[src/rtl/sec_rtc_pkg.sv]
// Shared definitions for the seconds-counter RTC: word indices of the
// register window and the layout of the control word.
package sec_rtc_pkg;

    // Word index = byte offset / 4.
    localparam logic [2:0] IDX_COUNT = 3'd0;
    localparam logic [2:0] IDX_MATCH = 3'd1;
    localparam logic [2:0] IDX_LOAD  = 3'd2;
    localparam logic [2:0] IDX_CTRL  = 3'd3;
    localparam logic [2:0] IDX_MSTAT = 3'd4;
    localparam logic [2:0] IDX_RSTAT = 3'd5;
    localparam logic [2:0] IDX_ACK   = 3'd6;
    localparam logic [2:0] IDX_VER   = 3'd7;
    localparam int         NUM_WORDS = 8;
    localparam int         CTRL_W    = 4;

    // Control word: bit 3 restart, bit 2 run, bit 1 mask, bit 0 enable.
    typedef struct packed {
        logic restart;
        logic run;
        logic mask;
        logic irq_en;
    } ctrl_t;

endpackage

[src/rtl/sec_rtc_count.sv]
// Seconds counter with a deferred load.
// Assumes: tick is a one-cycle strobe. A load written in the same cycle as
// an accepted tick stays pending for the next tick; the tick uses the older
// pending value, if there is one.
module sec_rtc_count #(
    parameter int DATA_W = 32
) (
    input  logic              clk,
    input  logic              rst_n,
    input  logic              tick,
    input  logic              run,
    input  logic              restart,
    input  logic [DATA_W-1:0] match,
    input  logic              load_wr,
    input  logic [DATA_W-1:0] load_data,
    output logic [DATA_W-1:0] count,
    output logic [DATA_W-1:0] load_val,
    output logic              hit
);

    logic              step;
    logic              pend_q;
    logic [DATA_W-1:0] count_q;
    logic [DATA_W-1:0] load_q;
    logic [DATA_W-1:0] count_nxt;

    assign step = tick & run;

    // Work out the value the counter takes on an accepted tick.
    always_comb begin
        if (pend_q)
            count_nxt = load_q;
        else if (restart && (count_q == match))
            count_nxt = '0;
        else
            count_nxt = count_q + DATA_W'(1);
    end

    // Update the counter and track the pending load.
    always_ff @(posedge clk) begin
        if (!rst_n) begin
            count_q <= '0;
            load_q  <= '0;
            pend_q  <= 1'b0;
        end else begin
            if (step)
                count_q <= count_nxt;
            if (load_wr) begin
                load_q <= load_data;
                pend_q <= 1'b1;
            end else if (step) begin
                pend_q <= 1'b0;
            end
        end
    end

    assign count    = count_q;
    assign load_val = load_q;
    assign hit      = step && (count_nxt == match);

    a_r2_hold_idle: assert property (@(posedge clk) disable iff (!rst_n)
        !step |=> $stable(count_q));
    a_r3_load_first: assert property (@(posedge clk) disable iff (!rst_n)
        step && pend_q |=> count_q == $past(load_q));
    a_r4_rollover: assert property (@(posedge clk) disable iff (!rst_n)
        step && !pend_q && !restart && (count_q == '1) |=> count_q == '0);
    a_r5_restart: assert property (@(posedge clk) disable iff (!rst_n)
        step && !pend_q && restart && (count_q == match) |=> count_q == '0);

endmodule

[src/rtl/sec_rtc_alarm.sv]
// Alarm status: the raw flag sets on a match and clears on an acknowledge
// read; the masked view gates it with enable and mask.
// Assumes: hit and ack_rd are single-cycle. A match wins over an acknowledge
// in the same cycle.
module sec_rtc_alarm (
    input  logic clk,
    input  logic rst_n,
    input  logic hit,
    input  logic ack_rd,
    input  logic irq_en,
    input  logic mask,
    output logic raw,
    output logic masked
);

    logic raw_q;

    // Keep the raw alarm flag: set on a match, clear on an acknowledge.
    always_ff @(posedge clk) begin
        if (!rst_n)
            raw_q <= 1'b0;
        else if (hit)
            raw_q <= 1'b1;
        else if (ack_rd)
            raw_q <= 1'b0;
    end

    assign raw    = raw_q;
    assign masked = raw_q & irq_en & ~mask;

    a_r6_match_sets: assert property (@(posedge clk) disable iff (!rst_n)
        hit |=> raw_q);
    a_r8_ack_clears: assert property (@(posedge clk) disable iff (!rst_n)
        ack_rd && !hit |=> !raw_q);
    a_r8_flag_holds: assert property (@(posedge clk) disable iff (!rst_n)
        !ack_rd && !hit |=> $stable(raw_q));

endmodule

[src/rtl/sec_rtc_regs.sv]
// Register window: decodes the word-aligned bus, holds control and match,
// forwards load writes and acknowledge reads, and muxes the read data.
// Assumes: one access per bus_sel cycle. Address bits [1:0] are ignored.
module sec_rtc_regs
    import sec_rtc_pkg::*;
#(
    parameter int                DATA_W  = 32,
    parameter int                ADDR_W  = 6,
    parameter logic [DATA_W-1:0] VERSION = '0
) (
    input  logic              clk,
    input  logic              rst_n,
    input  logic              bus_sel,
    input  logic              bus_wr,
    input  logic [ADDR_W-1:0] bus_addr,
    input  logic [DATA_W-1:0] bus_wdata,
    output logic [DATA_W-1:0] bus_rdata,
    input  logic [DATA_W-1:0] count,
    input  logic [DATA_W-1:0] load_val,
    input  logic              raw,
    input  logic              masked,
    output ctrl_t             ctrl,
    output logic [DATA_W-1:0] match,
    output logic              load_wr,
    output logic              ack_rd
);

    localparam int WORD_W = ADDR_W - 2;

    logic [WORD_W-1:0] word;
    logic [2:0]        idx;
    logic              in_map;
    logic              wr_en;
    logic              rd_en;
    logic [1:0]        unused_lsb;
    ctrl_t             ctrl_q;
    logic [DATA_W-1:0] match_q;

    assign unused_lsb = bus_addr[1:0];
    assign word       = bus_addr[ADDR_W-1:2];
    assign in_map     = (word < WORD_W'(NUM_WORDS));
    assign idx        = word[2:0];
    assign wr_en      = bus_sel & bus_wr & in_map;
    assign rd_en      = bus_sel & ~bus_wr & in_map;
    assign load_wr    = wr_en && (idx == IDX_LOAD);
    assign ack_rd     = rd_en && (idx == IDX_ACK);

    // Hold the writable control and match words.
    always_ff @(posedge clk) begin
        if (!rst_n) begin
            ctrl_q  <= '0;
            match_q <= '0;
        end else if (wr_en) begin
            if (idx == IDX_CTRL)
                ctrl_q <= ctrl_t'(bus_wdata[CTRL_W-1:0]);
            if (idx == IDX_MATCH)
                match_q <= bus_wdata;
        end
    end

    // Select the read data for the addressed word.
    always_comb begin
        bus_rdata = '0;
        if (rd_en) begin
            case (idx)
                IDX_COUNT: bus_rdata = count;
                IDX_MATCH: bus_rdata = match_q;
                IDX_LOAD:  bus_rdata = load_val;
                IDX_CTRL:  bus_rdata = {{(DATA_W-CTRL_W){1'b0}}, ctrl_q};
                IDX_MSTAT: bus_rdata = {{(DATA_W-1){1'b0}}, masked};
                IDX_RSTAT: bus_rdata = {{(DATA_W-1){1'b0}}, raw};
                IDX_VER:   bus_rdata = VERSION;
                default:   bus_rdata = '0;
            endcase
        end
    end

    assign ctrl  = ctrl_q;
    assign match = match_q;

    a_r10_unmapped_zero: assert property (@(posedge clk) disable iff (!rst_n)
        bus_sel && !bus_wr && !in_map |-> bus_rdata == '0);

endmodule

[src/rtl/sec_rtc.sv]
// Seconds-counter RTC top: register window, counter with deferred load and
// match alarm with a gated interrupt.
// Assumes: sec_tick comes from an external one-second prescaler in the clk
// domain; the bus is word aligned.
module sec_rtc
    import sec_rtc_pkg::*;
#(
    parameter int                DATA_W  = 32,
    parameter int                ADDR_W  = 6,
    parameter logic [DATA_W-1:0] VERSION = 32'h0001_0002
) (
    input  logic              clk,
    input  logic              rst_n,
    input  logic              sec_tick,
    input  logic              bus_sel,
    input  logic              bus_wr,
    input  logic [ADDR_W-1:0] bus_addr,
    input  logic [DATA_W-1:0] bus_wdata,
    output logic [DATA_W-1:0] bus_rdata,
    output logic              irq
);

    ctrl_t             ctrl;
    logic [DATA_W-1:0] match;
    logic [DATA_W-1:0] count;
    logic [DATA_W-1:0] load_val;
    logic              load_wr;
    logic              ack_rd;
    logic              hit;
    logic              raw;
    logic              masked;

    sec_rtc_regs #(.DATA_W(DATA_W), .ADDR_W(ADDR_W), .VERSION(VERSION)) u_regs (
        .clk(clk), .rst_n(rst_n),
        .bus_sel(bus_sel), .bus_wr(bus_wr), .bus_addr(bus_addr),
        .bus_wdata(bus_wdata), .bus_rdata(bus_rdata),
        .count(count), .load_val(load_val), .raw(raw), .masked(masked),
        .ctrl(ctrl), .match(match), .load_wr(load_wr), .ack_rd(ack_rd)
    );

    sec_rtc_count #(.DATA_W(DATA_W)) u_count (
        .clk(clk), .rst_n(rst_n), .tick(sec_tick),
        .run(ctrl.run), .restart(ctrl.restart), .match(match),
        .load_wr(load_wr), .load_data(bus_wdata),
        .count(count), .load_val(load_val), .hit(hit)
    );

    sec_rtc_alarm u_alarm (
        .clk(clk), .rst_n(rst_n), .hit(hit), .ack_rd(ack_rd),
        .irq_en(ctrl.irq_en), .mask(ctrl.mask),
        .raw(raw), .masked(masked)
    );

    assign irq = masked;

    a_r7_irq_gated: assert property (@(posedge clk) disable iff (!rst_n)
        (!ctrl.irq_en || ctrl.mask) |-> !irq);
    a_r1_quiet_after_reset: assert property (@(posedge clk)
        !rst_n |=> !irq);

endmodule

[config.mk]
export PLATFORM = sky130hd
export DESIGN_NAME = sec_rtc
export DESIGN_NICKNAME = d
export VERILOG_FILES = /design/src/rtl/sec_rtc_pkg.sv /design/src/rtl/sec_rtc_count.sv /design/src/rtl/sec_rtc_alarm.sv /design/src/rtl/sec_rtc_regs.sv /design/src/rtl/sec_rtc.sv
export SDC_FILE = /design/constraint.sdc
export NUM_CORES = 1
export LEC_CHECK = 0
export BUFFER_PORTS_ARGS = -buffer_cell sky130_fd_sc_hd__buf_2
export CORE_UTILIZATION = 40
export CTS_CLUSTER_DIAMETER = 100
export DETAILED_ROUTE_END_ITERATION = 7
export HOLD_SLACK_MARGIN = 0.15
export PLACE_DENSITY_LB_ADDON = 0.25
export SYNTH_ARGS = -nofsm -noshare
export SYNTH_HDL_FRONTEND = slang
export SYNTH_SLANG_ARGS = --single-unit
export TNS_END_PERCENT = 30
[constraint.sdc]
create_clock -name clk -period 6 [get_ports clk]
set_input_delay 0.3 -clock clk [delete_from_list [all_inputs] [get_ports clk]]
set_output_delay 0.3 -clock clk [all_outputs]
set_load 0.005 [all_outputs]
### Word-level counts from Yosys, hierarchy flattened

Cells that the tools add are included.
Widths: inputs -> output; s select.

* magnitude comparators: 1
* mux-type cells: 8
* reduce and logical (&&, ||, !) cells: 9
* bitwise operators: 9
* equal/unequal tests: 9
* $add $sub $neg: 1

Operators with widths (count)
* $pmux 32 s7: 1
* $mux 32: 3
* $eq 32x32->1: 2
* $add 32x1->32 const B: 1
* $eq 3x3->1 const B: 4
* $and 1x1->1: 7
* $eq 3x2->1 const B: 2
* $logic_and 1x1->1: 4
* $lt 4x4->1 const B: 1
* $mux 1: 4
* $reduce_and 2->1: 2
* $reduce_bool 2->1: 2
* $eq 3x1->1 const B: 1
* $logic_not 3->1: 1
* $not 1->1: 2

* bits of input ports: 43
* logic and storage cells: 46
* flip-flop bits (word level): 102
* output and inout port bits: 33

### Longest topological paths before layout

* depth in word-level cells: 7
* mapped depth: 12
* mapped depth without buffers: 10

### Modules after synthesis

From an unflattened synthesis, not the netlist that was laid out.

* cells, all modules: 891
* area, all modules: 7290.7 sq um

Modules (own cells, without submodules)
* sec_rtc_count: instances 1, area an instance 4813.4 sq um, seq. area each 1301.2 sq um, cells each 594
* sec_rtc_regs: instances 1, area an instance 2428.6 sq um, seq. area each 720.7 sq um, cells each 292
* sec_rtc_alarm: instances 1, area an instance 48.8 sq um, seq. area each 20.0 sq um, cells each 5

### Least setup slack after synthesis

OpenSTA, ideal clock, no wires.

* path type: register to register
* start point: register u_count.count_q[6], in the netlist u_count.count[6]
* end point: register u_alarm.raw_q, in the netlist u_alarm.raw
* setup slack: 2.785 ns
* period minus slack after synthesis: 3.215 ns
* cell stages (with the launch flop): 11
* data arrival time: 3.128 ns
* required time: 5.913 ns
* path buffers: 1
* setup time: 0.087 ns
* path through: dfxtp_1 -> buf_6 -> xor2_1 -> or4_1 -> or4_4 -> nor4_4 -> nand2_2 -> or3_1 -> a2111oi_2 -> nand4_1 -> o31ai_1

* word-level cells in the longest chain between the ends: 7
* elaborated cells between the ends (all ways): 9
* classes of those cells: 1 x add/sub; 2 x eq/ne; 3 x mux; 3 x reduce/logical

Ends and longest elaborated chain
* from (decl): RTL line sec_rtc_count.sv:23 `logic [DATA_W-1:0] count_q;`
* from (signal assigned): RTL line sec_rtc_count.sv:47 `count_q <= count_nxt;`
* parallel branches: the longest is 2 deep, another holds $add 32x1->32
* $mux 32 *: RTL line sec_rtc_count.sv:33 `else if (restart && (count_q == match))`
* $mux 32 *: RTL line sec_rtc_count.sv:31 `if (pend_q)`
* $eq 32x32->1 *: RTL line sec_rtc_count.sv:59 `assign hit = step && (count_nxt == match);`
* $logic_and 1x1->1 *: RTL line sec_rtc_count.sv:59
* $mux 1 / $reduce_bool 2->1 (equally long branches)
* to (signal assigned): RTL line sec_rtc_alarm.sv:21 `raw_q <= 1'b0;`
* to (signal assigned): RTL line sec_rtc_alarm.sv:23 `raw_q <= 1'b1;`
* to (signal assigned): RTL line sec_rtc_alarm.sv:25 `raw_q <= 1'b0;`
* to (decl): RTL line sec_rtc_alarm.sv:16 `logic raw_q;`

Mark *: on every way between the ends.
A chain may end at the register's enable or synchronous reset.

### Worst setup path after layout

* start point: register u_regs.match_q[6], in the netlist u_regs.match[6]
* end point: register u_alarm.raw_q, in the netlist u_alarm.raw

* word-level cells in the longest chain between the ends: 7
* elaborated cells between the ends (all ways): 8
* classes of those cells: 2 x eq/ne; 3 x mux; 3 x reduce/logical

Ends and longest elaborated chain
* from (decl): RTL line sec_rtc_regs.sv:37 `logic [DATA_W-1:0] match_q;`
* from (signal assigned): RTL line sec_rtc_regs.sv:57 `match_q <= bus_wdata;`
* $eq 32x32->1: RTL line sec_rtc_count.sv:33
* $logic_and 1x1->1: RTL line sec_rtc_count.sv:33
* $mux 32: RTL line sec_rtc_count.sv:33
* $mux 32: RTL line sec_rtc_count.sv:31
* $eq 32x32->1 *: RTL line sec_rtc_count.sv:59
* $logic_and 1x1->1 *: RTL line sec_rtc_count.sv:59
* $mux 1 / $reduce_bool 2->1 (equally long branches)

Every way passes the cells marked *; elsewhere a longest branch is shown, timed or not.

==> impl_metrics.py <==
metrics = {
    "final_layout": {
        "postLayoutCellArea_um2": 7590,
        "antenna_cells": 0,
        "final_cell_mix": "188 x nand2_1, 118 x a21oi_1, 103 x nor2_1, 101 x dfxtp_1, 73 x buf_2",
        "final_layout_size_suffix_gt1_share_pct": 12.0,
        "multi_input_area_um2": 4450,
        "final_common_cell": "nand2_1",
        "fillCellCount": 1795,
        "fin_nets": 1029,
        "seq_area_um2": 2040,
        "syn_to_final_growth_pct": 9.91,
    },
    "worst_hold_path": {
        "whs_path_depth": 3,
        "hold_class": "in -> reg",
        "hp-start": "bus_wdata[4]",
        "hold_end": "u_regs.match[4]",
    },
    "synth": {
        "synthesis.area_um2": 6910,
        "synth-compound-area-share_pct": 20.2,
        "synth_edf_count": 0,
        "syn_inst": 976,
        "yosys_warnings": 0,
        "yosys.area_share.simple_pct": 28.7,
        "synth-seq-area-share_pct": 29.6,
        "ys_ff_latch": 102,
        "async_flop_share_pct": 0,
        "synth_top_family_by_area": "simple AND/OR/NAND/NOR gates",
        "synthXorXnorAreaFrac_pct": 9.51,
        "avgSynthCellArea_um2": 7.08,
        "synthDistinctLibCells": 68,
        "synth_top_flop_cell": "dfxtp_1",
        "syn-num-nets": 1020,
        "synth.mux.area_fraction_pct": 5.78,
        "synth_fa_ha_area_share_pct": 0.181,
    },
    "status": {
        "status": "finished, final reports clean",
    },
    "grt": {
        "antenna_found_initial": 0,
        "grt_max_degree": 98,
        "grt_use_total_pct": 26.8,
        "grt_pass1_vias": 6510,
        "grt_pass1_wl_mm": 37.0,
        "grt_overflow_total": 0,
    },
    "floorplanning": {
        "fp.dieH_um": 133,
        "rows": 47,
        "core_um2": 16700,
        "start_util_pct": 41.3,
        "pin_count": 76,
        "dieArea_um2": 17800,
        "die_width_um": 133,
    },
    "routing": {
        "vias": 6999,
        "wirelength_mm": 23.2,
        "drc": 0,
        "drt_first_pass_iters": 7,
        "dr.first_iter.drc_count": 597,
        "via_per_inst": 5.79,
        "antenna_left": 0,
        "wl_per_cell_um": 19.2,
    },
    "sta": {
        "rsz0062_at_grt": "false",
        "slew_headroom_pct": 27.4,
        "worst_slew_pin_slew_ns": 1.09,
        "fmax_mhz": 245,
        "min_period_ns": 4.07,
        "fin_crit_sh_pct": 67.9,
        "slew_violations": 0,
        "setup_violations": 0,
        "tns_ns": 0,
        "skew_ns": 0.00818,
        "hold_viol_final": 0,
    },
    "place": {
        "dp_hpwl_mm": 16.7,
        "gp_congestion": 0.982,
        "place.port_buffers": 73,
        "placed_area_um2": 7300,
    },
    "clock_tree": {
        "clk_path_buf_depth": 2,
        "cts.clk_slew.worst_paths_ns": 0.07,
        "cts_tree": "yes",
        "clockRootBuffer": "clkbuf_16",
        "post_cts_buffers": 0,
        "htreeDepth": 3,
        "numCtsBuffers": 9,
        "hold_buffers": 0,
        "clock_latency_ns": 0.36,
        "cts-resized-gates": 0,
        "clock-sinks": 102,
    },
    "pwr": {
        "ir_worst_vdd_uv": 113,
        "powerDensity_nw_per_um2": 181,
        "total_power_mw": 1.38,
        "intPower_mw": 1.04,
        "power.share.combinational_pct": 6.8,
        "p_seq_share_pct": 49.9,
        "leakage_nw": 2.65,
        "p_sw_mw": 0.332,
        "swShare_pct": 24.1,
        "p_clk_share_pct": 43.3,
    },
    "worst_setup_path": {
        "arrival_ns": 4.34,
        "ff2ff_setup_slack_ns": 1.93,
        "crit_type": "reg -> reg",
        "max_stage_delay_ns": 0.59,
        "worstPathRequired_ns": 6.27,
        "worst_setup_path_start_kind": "register",
        "timing.rr.end": "u_alarm.raw",
        "cp-end-kind": "register",
        "path_delay_family": "simple AND/OR/NAND/NOR gates",
        "worst-path-stages": 9,
        "critPathMaxFanout": 15,
        "timing.rr.start": "u_regs.match[6]",
        "critical_path_buf_inv_count": 0,
        "cp_cell_sequence": "xor2_1 > or4_1 > or4_4 > nor4_4 > or2_1 > o21ai_0 > a2111oi_0 > nand4_1 > o31ai_1",
        "crit_slowest_cell": "or2_1",
        "rr_worst_depth": 9,
    },
    "run": {
        "maxCapViolCount": 0,
    },
}
## worst min-delay path, delay by kind of cell
kind	cells	cell delay, ns
simple gates	1	0.05
compound gates	1	0.05
buf+inv	1	0.11
## final cells by class
class,instances,area share (%)
multi-input cells,770,58.7
flip-flops and latches,102,26.9
repair buffers,87,6.20
well taps,220,3.63
clock buffers,11,3.20
inverters,15,0.742
clock inverters,4,0.626
## kinds of logic after synthesis
group | Yosys count
and+or+nand+nor | 430
AOI/OAI and AO/OA | 227
buffers and inverters | 104
DFF | 102
xor gates and xnor gates | 75
muxes | 37
adders and majority gates | 1
## through the flow
stage          hold WS, ns  utilization (%)  cells  setup slack (ns)
2_1_floorplan        0.417                -    976              2.78
3_3_place_gp         0.461             43.7   1194              2.10
3_5_place_dp         0.466             43.7   1194              2.09
4_1_cts              0.173             45.4   1209              1.98
5_1_grt              0.185             45.4   1209              1.77
6_report             0.183             45.4   1209              1.93
## power groups by stage
stage	registers (mW)	logic [mW]	clock network, mW
final	0.687	0.0930	0.596
after global routing	0.687	0.101	0.632
after global placement	0.702	0.0923	0
after detailed placement	0.703	0.0927	0
after floorplan	0.699	0.0570	0
after CTS	0.687	0.0930	0.606
## routing by layer
layer | global-route usage, % | part of all wire (%) | up-vias
li1 | - | - | 3391
met1 | 36.5 | 45 | 3342
met2 | 43.0 | 46 | 229
met3 | 3.35 | 6.0 | 37
met4 | 10.4 | 2.5 | 0
met5 | 0 | 0 | -
## registers in the layout, summed over array words and instances, names as in the netlist
signal and count:
u_regs.ctrl 4, u_alarm.raw 1, u_count.pend_q 1, u_count.count 32, u_count.load_val 32, u_regs.match 32
## worst max-delay path by stage
stage                       end        startpoint  slack (ns)
finish              u_alarm.raw   u_regs.match[6]        1.93
global route        u_alarm.raw   u_regs.match[6]        1.77
CTS                 u_alarm.raw   u_regs.match[6]        1.98
detailed placement  u_alarm.raw   u_regs.match[6]        2.09
global placement    u_alarm.raw   u_regs.match[6]        2.10
floorplan           u_alarm.raw  u_count.count[6]        2.78
## cell usage after synthesis (10+ instances only)
| cell | count | share of area (%) |
|---|---|---|
| nand4_1 | 17 | 1.5 |
| nand2b_1 | 20 | 1.8 |
| dfxtp_1 | 102 | 30 |
| o21ai_0 | 24 | 1.7 |
| a21oi_1 | 118 | 8.6 |
| nor3_1 | 16 | 1.2 |
| nand3_1 | 24 | 1.7 |
| inv_1 | 13 | 0.71 |
| clkbuf_1 | 82 | 4.5 |
| nor2_1 | 103 | 5.6 |
| xnor2_1 | 45 | 5.7 |
| nand2_1 | 188 | 10 |
| o31ai_1 | 15 | 1.6 |
| xor2_1 | 30 | 3.8 |
| nor4_1 | 10 | 0.91 |
| mux2i_1 | 32 | 4.6 |
Power figures use the tool's default switching activity.
